--- src/rtl/wormPortPkg.sv ---
package wormPortPkg;
  localparam int DEST_W = 5;
  localparam int NODES  = 1 << DEST_W;
  localparam int NEXT_W = 4;

  typedef struct packed {
    logic push;
    logic pop;
  } portStrobe_t;

  function automatic logic [NODES*NEXT_W-1:0] defaultTable();
    logic [NODES*NEXT_W-1:0] t;
    t = '0;
    for (int d = 0; d < NODES; d++) t[d*NEXT_W + (d % NEXT_W)] = 1'b1;
    return t;
  endfunction
endpackage

--- src/rtl/wormInCtrl.sv ---
module wormInCtrl
  import wormPortPkg::*;
#(
  parameter int NUM_OUT = 4,
  parameter int DEPTH   = 16,
  parameter int SLACK   = 4
) (
  input  logic               clk,
  input  logic               rstN,
  input  logic               linkValid,
  input  logic [NUM_OUT-1:0] headRoute,
  input  logic [NUM_OUT-1:0] outGrant,
  input  logic [NUM_OUT-1:0] outReady,
  output portStrobe_t        strb,
  output logic [NUM_OUT-1:0] outReq,
  output logic               linkReady
);
  localparam int CNT_W = $clog2(DEPTH + 1);
  localparam logic [CNT_W-1:0] FULL_CNT  = CNT_W'(DEPTH);
  localparam logic [CNT_W-1:0] READY_LIM = CNT_W'(DEPTH - SLACK);

  logic [CNT_W-1:0] count;
  logic notEmpty;
  logic hit;

  assign notEmpty  = (count != '0);
  assign outReq    = notEmpty ? headRoute : '0;
  assign hit       = |(headRoute & outGrant & outReady);
  assign strb.pop  = notEmpty & hit;
  assign strb.push = linkValid & (count != FULL_CNT);
  assign linkReady = (count < READY_LIM);

  always_ff @(posedge clk) begin
    if (!rstN) count <= '0;
    else begin
      case ({strb.push, strb.pop})
        2'b10:   count <= count + 1'b1;
        2'b01:   count <= count - 1'b1;
        default: count <= count;
      endcase
    end
  end


  no_overflow_chk: assert property (@(posedge clk) disable iff (!rstN)
    linkValid |-> (count != FULL_CNT));


  ready_slack_chk: assert property (@(posedge clk) disable iff (!rstN)
    linkReady |=> (count <= READY_LIM));


  req_onehot_chk: assert property (@(posedge clk) disable iff (!rstN)
    $onehot0(outReq));


  pop_grant_chk: assert property (@(posedge clk) disable iff (!rstN)
    strb.pop |-> (|(outReq & outGrant & outReady)));
endmodule

--- src/rtl/wormInData.sv ---
module wormInData
  import wormPortPkg::*;
#(
  parameter int DATA_W  = 36,
  parameter int NUM_OUT = 4,
  parameter int DEPTH   = 16,
  parameter logic [NODES*NEXT_W-1:0] ROUTE_TABLE = defaultTable()
) (
  input  logic               clk,
  input  logic               rstN,
  input  portStrobe_t        strb,
  input  logic [DATA_W-1:0]  linkData,
  input  logic               linkLast,
  input  logic [DEST_W-1:0]  linkDest,
  input  logic [NUM_OUT-1:0] linkRoute,
  output logic [NUM_OUT-1:0] headRoute,
  output logic [DATA_W-1:0]  fwdData,
  output logic               fwdLast,
  output logic [DEST_W-1:0]  fwdDest,
  output logic [NEXT_W-1:0]  fwdNextRoute
);
  localparam int ENT_W = DATA_W + 1 + DEST_W + NUM_OUT;
  localparam int PTR_W = (DEPTH > 1) ? $clog2(DEPTH) : 1;
  localparam logic [PTR_W-1:0] LAST_PTR = PTR_W'(DEPTH - 1);

  logic [ENT_W-1:0] mem [DEPTH];
  logic [PTR_W-1:0] wrPtr, rdPtr;
  logic inBody;
  logic [NUM_OUT-1:0] capRoute;
  logic [DEST_W-1:0]  capDest;
  logic [NUM_OUT-1:0] wrRoute;
  logic [DEST_W-1:0]  wrDest;
  logic [ENT_W-1:0]   headEnt;

  assign wrRoute = inBody ? capRoute : linkRoute;
  assign wrDest  = inBody ? capDest  : linkDest;

  always_ff @(posedge clk) begin
    if (strb.push) mem[wrPtr] <= {linkData, linkLast, wrDest, wrRoute};
  end

  always_ff @(posedge clk) begin
    if (!rstN) begin
      wrPtr    <= '0;
      rdPtr    <= '0;
      inBody   <= 1'b0;
      capRoute <= '0;
      capDest  <= '0;
    end else begin
      if (strb.push) begin
        wrPtr    <= (wrPtr == LAST_PTR) ? '0 : wrPtr + 1'b1;
        inBody   <= ~linkLast;
        capRoute <= wrRoute;
        capDest  <= wrDest;
      end
      if (strb.pop) rdPtr <= (rdPtr == LAST_PTR) ? '0 : rdPtr + 1'b1;
    end
  end

  assign headEnt      = mem[rdPtr];
  assign headRoute    = headEnt[NUM_OUT-1:0];
  assign fwdDest      = headEnt[NUM_OUT +: DEST_W];
  assign fwdLast      = headEnt[NUM_OUT+DEST_W];
  assign fwdData      = headEnt[ENT_W-1 -: DATA_W];
  assign fwdNextRoute = ROUTE_TABLE[fwdDest*NEXT_W +: NEXT_W];


  head_hold_chk: assert property (@(posedge clk) disable iff (!rstN)
    !strb.pop |=> $stable(rdPtr));


  body_keep_chk: assert property (@(posedge clk) disable iff (!rstN)
    (strb.push && inBody) |=> $stable(capRoute) && $stable(capDest));
endmodule

--- src/rtl/wormInPort.sv ---
module wormInPort
  import wormPortPkg::*;
#(
  parameter int DATA_W  = 36,
  parameter int NUM_OUT = 4,
  parameter int DEPTH   = 16,
  parameter int SLACK   = 4,
  parameter logic [NODES*NEXT_W-1:0] ROUTE_TABLE = defaultTable()
) (
  input  logic               clk,
  input  logic               rstN,
  input  logic               linkValid,
  input  logic [DATA_W-1:0]  linkData,
  input  logic               linkLast,
  input  logic [DEST_W-1:0]  linkDest,
  input  logic [NUM_OUT-1:0] linkRoute,
  output logic               linkReady,
  input  logic [NUM_OUT-1:0] outGrant,
  input  logic [NUM_OUT-1:0] outReady,
  output logic [NUM_OUT-1:0] outReq,
  output logic               fwdValid,
  output logic [DATA_W-1:0]  fwdData,
  output logic               fwdLast,
  output logic [DEST_W-1:0]  fwdDest,
  output logic [NEXT_W-1:0]  fwdNextRoute
);
  portStrobe_t strb;
  logic [NUM_OUT-1:0] headRoute;

  wormInCtrl #(.NUM_OUT(NUM_OUT), .DEPTH(DEPTH), .SLACK(SLACK)) ctrl (
    .clk(clk), .rstN(rstN), .linkValid(linkValid), .headRoute(headRoute),
    .outGrant(outGrant), .outReady(outReady), .strb(strb),
    .outReq(outReq), .linkReady(linkReady)
  );

  wormInData #(.DATA_W(DATA_W), .NUM_OUT(NUM_OUT), .DEPTH(DEPTH),
               .ROUTE_TABLE(ROUTE_TABLE)) data (
    .clk(clk), .rstN(rstN), .strb(strb), .linkData(linkData),
    .linkLast(linkLast), .linkDest(linkDest), .linkRoute(linkRoute),
    .headRoute(headRoute), .fwdData(fwdData), .fwdLast(fwdLast),
    .fwdDest(fwdDest), .fwdNextRoute(fwdNextRoute)
  );

  assign fwdValid = strb.pop;
endmodule

--- config.mk ---
export PLATFORM = sky130hd
export DESIGN_NAME = wormInPort
export DESIGN_NICKNAME = d
export VERILOG_FILES = /design/src/rtl/wormPortPkg.sv /design/src/rtl/wormInCtrl.sv /design/src/rtl/wormInData.sv /design/src/rtl/wormInPort.sv
export SDC_FILE = /design/constraint.sdc
export NUM_CORES = 1
export LEC_CHECK = 0
export BUFFER_PORTS_ARGS = -buffer_cell sky130_fd_sc_hd__buf_2
export CORE_MARGIN = 1.5
export CORE_UTILIZATION = 65
export DETAILED_ROUTE_END_ITERATION = 12
export GPL_ROUTABILITY_DRIVEN = 1
export PLACE_DENSITY = 0.84
export REMOVE_ABC_BUFFERS = 1
export SLEW_MARGIN = 10
export SYNTH_ARGS = -nofsm -noshare
export SYNTH_HDL_FRONTEND = slang
export SYNTH_SLANG_ARGS = --single-unit
--- constraint.sdc ---
create_clock -name clk -period 11.6 [get_ports clk]
set_clock_uncertainty 0.15 [all_clocks]
set_input_delay 2.32 -clock clk [delete_from_list [all_inputs] [get_ports clk]]
set_output_delay 2.32 -clock clk [all_outputs]
set_load 0.05 [all_outputs]
; ---- Yosys cells after proc, flatten, opt, wreduce, memory -nomap -nowiden
; Memory sizes are Yosys's and may differ from the RTL's. A register that Yosys moved wholly into a read port is not among the register bits.
; Cells that the tools add are included.
[word_totals]
reg_bits = 23
latchBits = 0
mem_bits_rw = 736
rom_bits = 0
input_bits = 57
word_cells = 36
memories = 1
[mem_list]
columns = name, words, width, rd, rd_ports_with_merged_regs, wr, line_no
row1 = data.mem, 16, 46, 1, 1, 1, wormInData.sv:26  ; logic [ENT_W-1:0] mem [DEPTH];
[classes]
addsub = 4
multipliers = 0
div_mod_pow = 0
n_lt_le_gt_ge = 1
n_eq_ne = 5
shift = 1
muxes = 10
bitwise = 5
reduce_logical = 3
[ops]
columns = cell, count
row1 = "128-bit by 8-bit indexed part select with 4-bit output, first input constant", 1
row2 = 4-bit two-way mux, 6
row3 = 5-bit one-hot mux with 2 select lines, 1
row4 = "4-bit by 1-bit adder with 4-bit output, second input constant", 2
row5 = 4-bit AND, 2
row6 = "4-bit equality test, second input constant", 2
row7 = "5-bit by 1-bit adder with 5-bit output, second input constant", 1
row8 = "5-bit by 4-bit < comparator with 1-bit output, second input constant", 1
row9 = 5-bit two-way mux, 1
row10 = "5-bit inequality test, second input constant", 1
row11 = 5-bit nonzero test, 1
row12 = "5-bit by 1-bit subtractor with 5-bit output, second input constant", 1
row13 = 4-bit OR reduction, 1
row14 = 1-bit AND, 2
row15 = "2-bit by 1-bit equality test with 1-bit output, second input constant", 1
row16 = "2-bit equality test, second input constant", 1
row17 = 1-bit two-way mux, 2
row18 = 2-bit nonzero test, 1
row19 = 1-bit NOT, 1

; ---- Logic depth before layout (Yosys ltp)
[depth]
word_depth = 6
mapped_depth = 19
depth_no_buf = 15

; ---- Modules after synthesis
; Synthesis repeated with hierarchy kept, for this count alone.
[unflattened]
hier_cells = 1193
hier_area_um2 = 29086.6
[modules_own_cells]
columns = module, instances, cells_per_inst, area_per_inst_um2, seq_area_each_um2
row1 = wormInData, 1, 1144, 28678.8, 22541.6
row2 = wormInCtrl, 1, 49, 407.9, 100.1

; ---- Worst setup path before layout
; No wires, ideal clock.
[synth_path]
kind = input -> register
startpoint = input linkValid
endpoint = memory data.mem[3][0] in the netlist's numbering, enable pin
setup_time_ns = 0.506
arrival_ns = 6.124
slack_ns = 4.819
stages = 4
path_cell_list = a21boi_0 > buf_2 > nand2_1 > nor3_1
[synth_via]
elab_chain_cells = 3
[synth_rtl]
columns = element, line_no
row1 = from (decl), wormInPort.sv:12  ; input logic linkValid,
row2 = 1-bit AND, wormInCtrl.sv:30  ; assign strb.push = linkValid & (count != FULL_CNT);
row3 = 1-bit two-way mux, wormInData.sv:39  ; if (strb.push) mem[wrPtr] <= {linkData, linkLast, wrDest, wrRoute};
row4 = 1-bit two-way mux (not written as such), wormInData.sv:39
row5 = to (decl), wormInData.sv:26
; Every way passes these cells.

==> results.txt <==
Design area: 0.03294 mm²
First-pass detailed-route iteration total: 5
Total global routing track utilization: 31.99%
CP top delay family: buffers and inverters
Starting Density: 65.91%
Crit Path Category: reg2out
PostCTS Resize Cnt: 0
Initial DRC Count: 2068
HP Class: reg2reg
Max-cap violations: 0
RSZ-0062 raised after global routing: false
CP Buf/Inv Count: 3
Deepest clock path buffer count: 3
Avg Cell Area, Syn: 23.69 µm²
Placed Cells: 1896
Num CTS Buffers: 72
Final cell count without fillers: 2028
Nets@finish: 1443
Final hold slack: 0.3625 ns
WP data arrival: 4.59 ns
Routability congestion estimate: 0.7891
Clk sinks: 763
CTS clock-pin slew for the worst setup and hold paths: 0.06 ns
DIE HEIGHT: 215.0 µm
Wire per inst: 35.51 µm
# Post-CTS Setup Buffers: 0
Fin. Hold Viols: 0
Netlist Area Pre-Place: 0.02921 mm²
Detailed Route WL: 72020 µm
Worst Path Required: 9.13 ns
Seq/Total Area, Yosys: 77.51%
Minimum period implied by the final worst setup slack: 7.065 ns
Worst Setup Start Kind: flip-flop
DP Area: 0.03052 mm²
Crit path max fanout: 45
Final setup fails: 0
Slowest stage delay, CP: 0.98 ns
Cell Rows: 77
Clk Latency, worst-skew pair: 0.60 ns
Run status: completed
Worst slew pin tran: 1.142 ns
Synth area leaders: edfxtp_1 (76%), mux4_2 (17%), dfxtp_1 (1.9%)
Final HPWL DP: 32980 µm
Total global routing overflow: 0
Area Growth Syn to Fin: 12.76%
Vias per inst: 6.995
CP max stage cell: dfxtp_4
Synth warn: 0
Worst slew margin: 23.71%
PwrDens: 211.7 mW/mm²
Final ANT Viol Nets: 0
Yosys cell types: 45
CTS root buf: clkbuf_16
Core Area: 0.04432 mm²
Asr flop ratio synth: 0%
# fillers: 2244
Top_reg_cell synth: edfxtp_1
Port Buf Inserts: 108
Share of cells above drive strength 1: 34.47%
Worst vdd ir: 0.2539 mV
Top cell type's share of synthesized area: 75.66%
Fmax: 141.5 MHz
# DRC: 0
Post-layout util: 74.32%
Setup crit end kind: primary output
Final period utilization: 60.90%
H-tree levels: 3
Routed vias: 14.19k
Gate Count Post-Synth: 1233
Initial antenna violation count: 4
Crit path cell chain: buf_4 -> buf_4 -> mux4_2 -> mux4_2 -> buf_2
FF-to-FF setup slack: 6.34 ns
I/O Pins: 109
CTS tree: built
Vias in the first global route: 14.83k
Largest net degree at the start of global routing: 73
#FFs+latches synth: 763
CTS hold repair buffers: 0
Die ar.: 0.04622 mm²
Pins Over Slew Limit: 0
EDFF count, synth: 736
Global-route wire length before repair: 103000 µm
Post-synth top area cell: edfxtp_1
P_leak: 0.01028 µW
Die X: 215.0 µm
==> layout make-up <==
type,instances,area (µm²),share of cell area [%]
inverter,8,30.03,0.09117
timing repair buffer,133,728.2,2.211
clock buffer,88,1988,6.036
sequential,763,22650,68.78
multi-input combinational,400,6371,19.34
tap,592,740.7,2.249
antenna,3,7.507,0.02279
clock inverter,41,417.9,1.269
==> state kept, by name (all words and copies together), names as in the netlist, named ones only <==
name / count
data.mem: 736
ctrl.count: 5
data.inBody: 1
data.capDest: 5
data.capRoute: 4
data.rdPtr: 4
data.wrPtr: 4
==> worst min-delay path, stage by stage (launching register included) <==
cell and delay [ns]:
dfxtp_1 0.32, mux2i_1 0.06, nor2b_1 0.09
==> Yosys cell counts (4+ instances only) <==
| library cell | n |
|---|---|
| a21oi_1 | 7 |
| and2_1 | 6 |
| buf_1 | 6 |
| buf_2 | 19 |
| clkbuf_1 | 32 |
| dfxtp_1 | 27 |
| edfxtp_1 | 736 |
| ha_1 | 8 |
| inv_1 | 7 |
| mux2_2 | 15 |
| mux2i_1 | 29 |
| mux4_2 | 215 |
| nand2_1 | 16 |
| nand3_1 | 5 |
| nor2_1 | 24 |
| nor2b_1 | 16 |
| nor3_1 | 7 |
| o21ai_0 | 6 |
| xnor2_1 | 5 |
| xor2_1 | 4 |
==> logic make-up (layout without fill, tap and decap cells) <==
| logic type | after synthesis | count (layout) | share of synthesized area, % |
|---|---|---|---|
| fa+ha+maj | 8 | 8 | 0.3427 |
| other cells | 0 | 3 | 0 |
| simple gates | 89 | 89 | 1.542 |
| xor+xnor | 9 | 9 | 0.2698 |
| mux | 262 | 262 | 18.42 |
| compound gates | 32 | 32 | 0.8481 |
| flops | 763 | 763 | 77.51 |
| buf+inv | 70 | 270 | 1.071 |
==> cells in the final DEF, fill, tap and decap left out, types with 3 or more instances in the layout <==
cell,n
nor2b_1,16
buf_2,108
a22oi_1,3
nor2_4,12
clkinv_1,13
mux4_1,3
clkinvlp_4,4
nand2b_1,3
a21oi_1,7
o2bb2ai_1,3
mux4_2,215
bufinv_16,8
dfxtp_4,3
nor3_1,3
xor2_1,4
and2_1,6
nand2_1,16
edfxtp_1,736
inv_6,3
inv_1,7
xnor2_1,5
nor3_2,4
dfxtp_1,23
diode_2,3
clkbuf_16,77
mux2_2,15
mux2i_1,29
ha_1,8
clkinv_2,10
o21ai_0,6
nand3_1,5
buf_4,25
clkbuf_1,9
nor2_1,12
==> path summary, 6_finish.rpt <==
path	from	end	cells past startpoint
max	flip-flop	fwdData[26]	5
min	data.capRoute[2]	data.capRoute[2]	2
max reg2reg	flip-flop	ctrl.count[4]	16
min reg2reg	data.capRoute[2]	data.capRoute[2]	2
==> routing by layer <==
layer,vias to the layer above,GRT usage (%),part of all wire [%]
met5,-,0,0.017
met4,2,11.98,3.4
met3,172,5.478,9.8
met2,1092,54.07,52
met1,7394,42.66,35
li1,5525,-,-
==> power by group <==
group | internal [µW] | switching [µW] | leakage (µW)
combinational | 535 | 792 | 0.00223
sequential | 3120 | 89.6 | 0.00688
clock | 1400 | 1030 | 0.00117
total | 5060 | 1910 | 0.0103
==> through the flow <==
stage                     total power (µW)  setup WS, ns   TNS, ns
after floorplan                       4406      -0.04531  -0.09749
after global placement                4521         5.178         0
after detailed placement              4564         5.133         0
after CTS                             7004         4.384         0
after global routing                  7155         4.205         0
final                                 6974         4.535         0
Note: power is estimated with default switching activity, not from simulation.
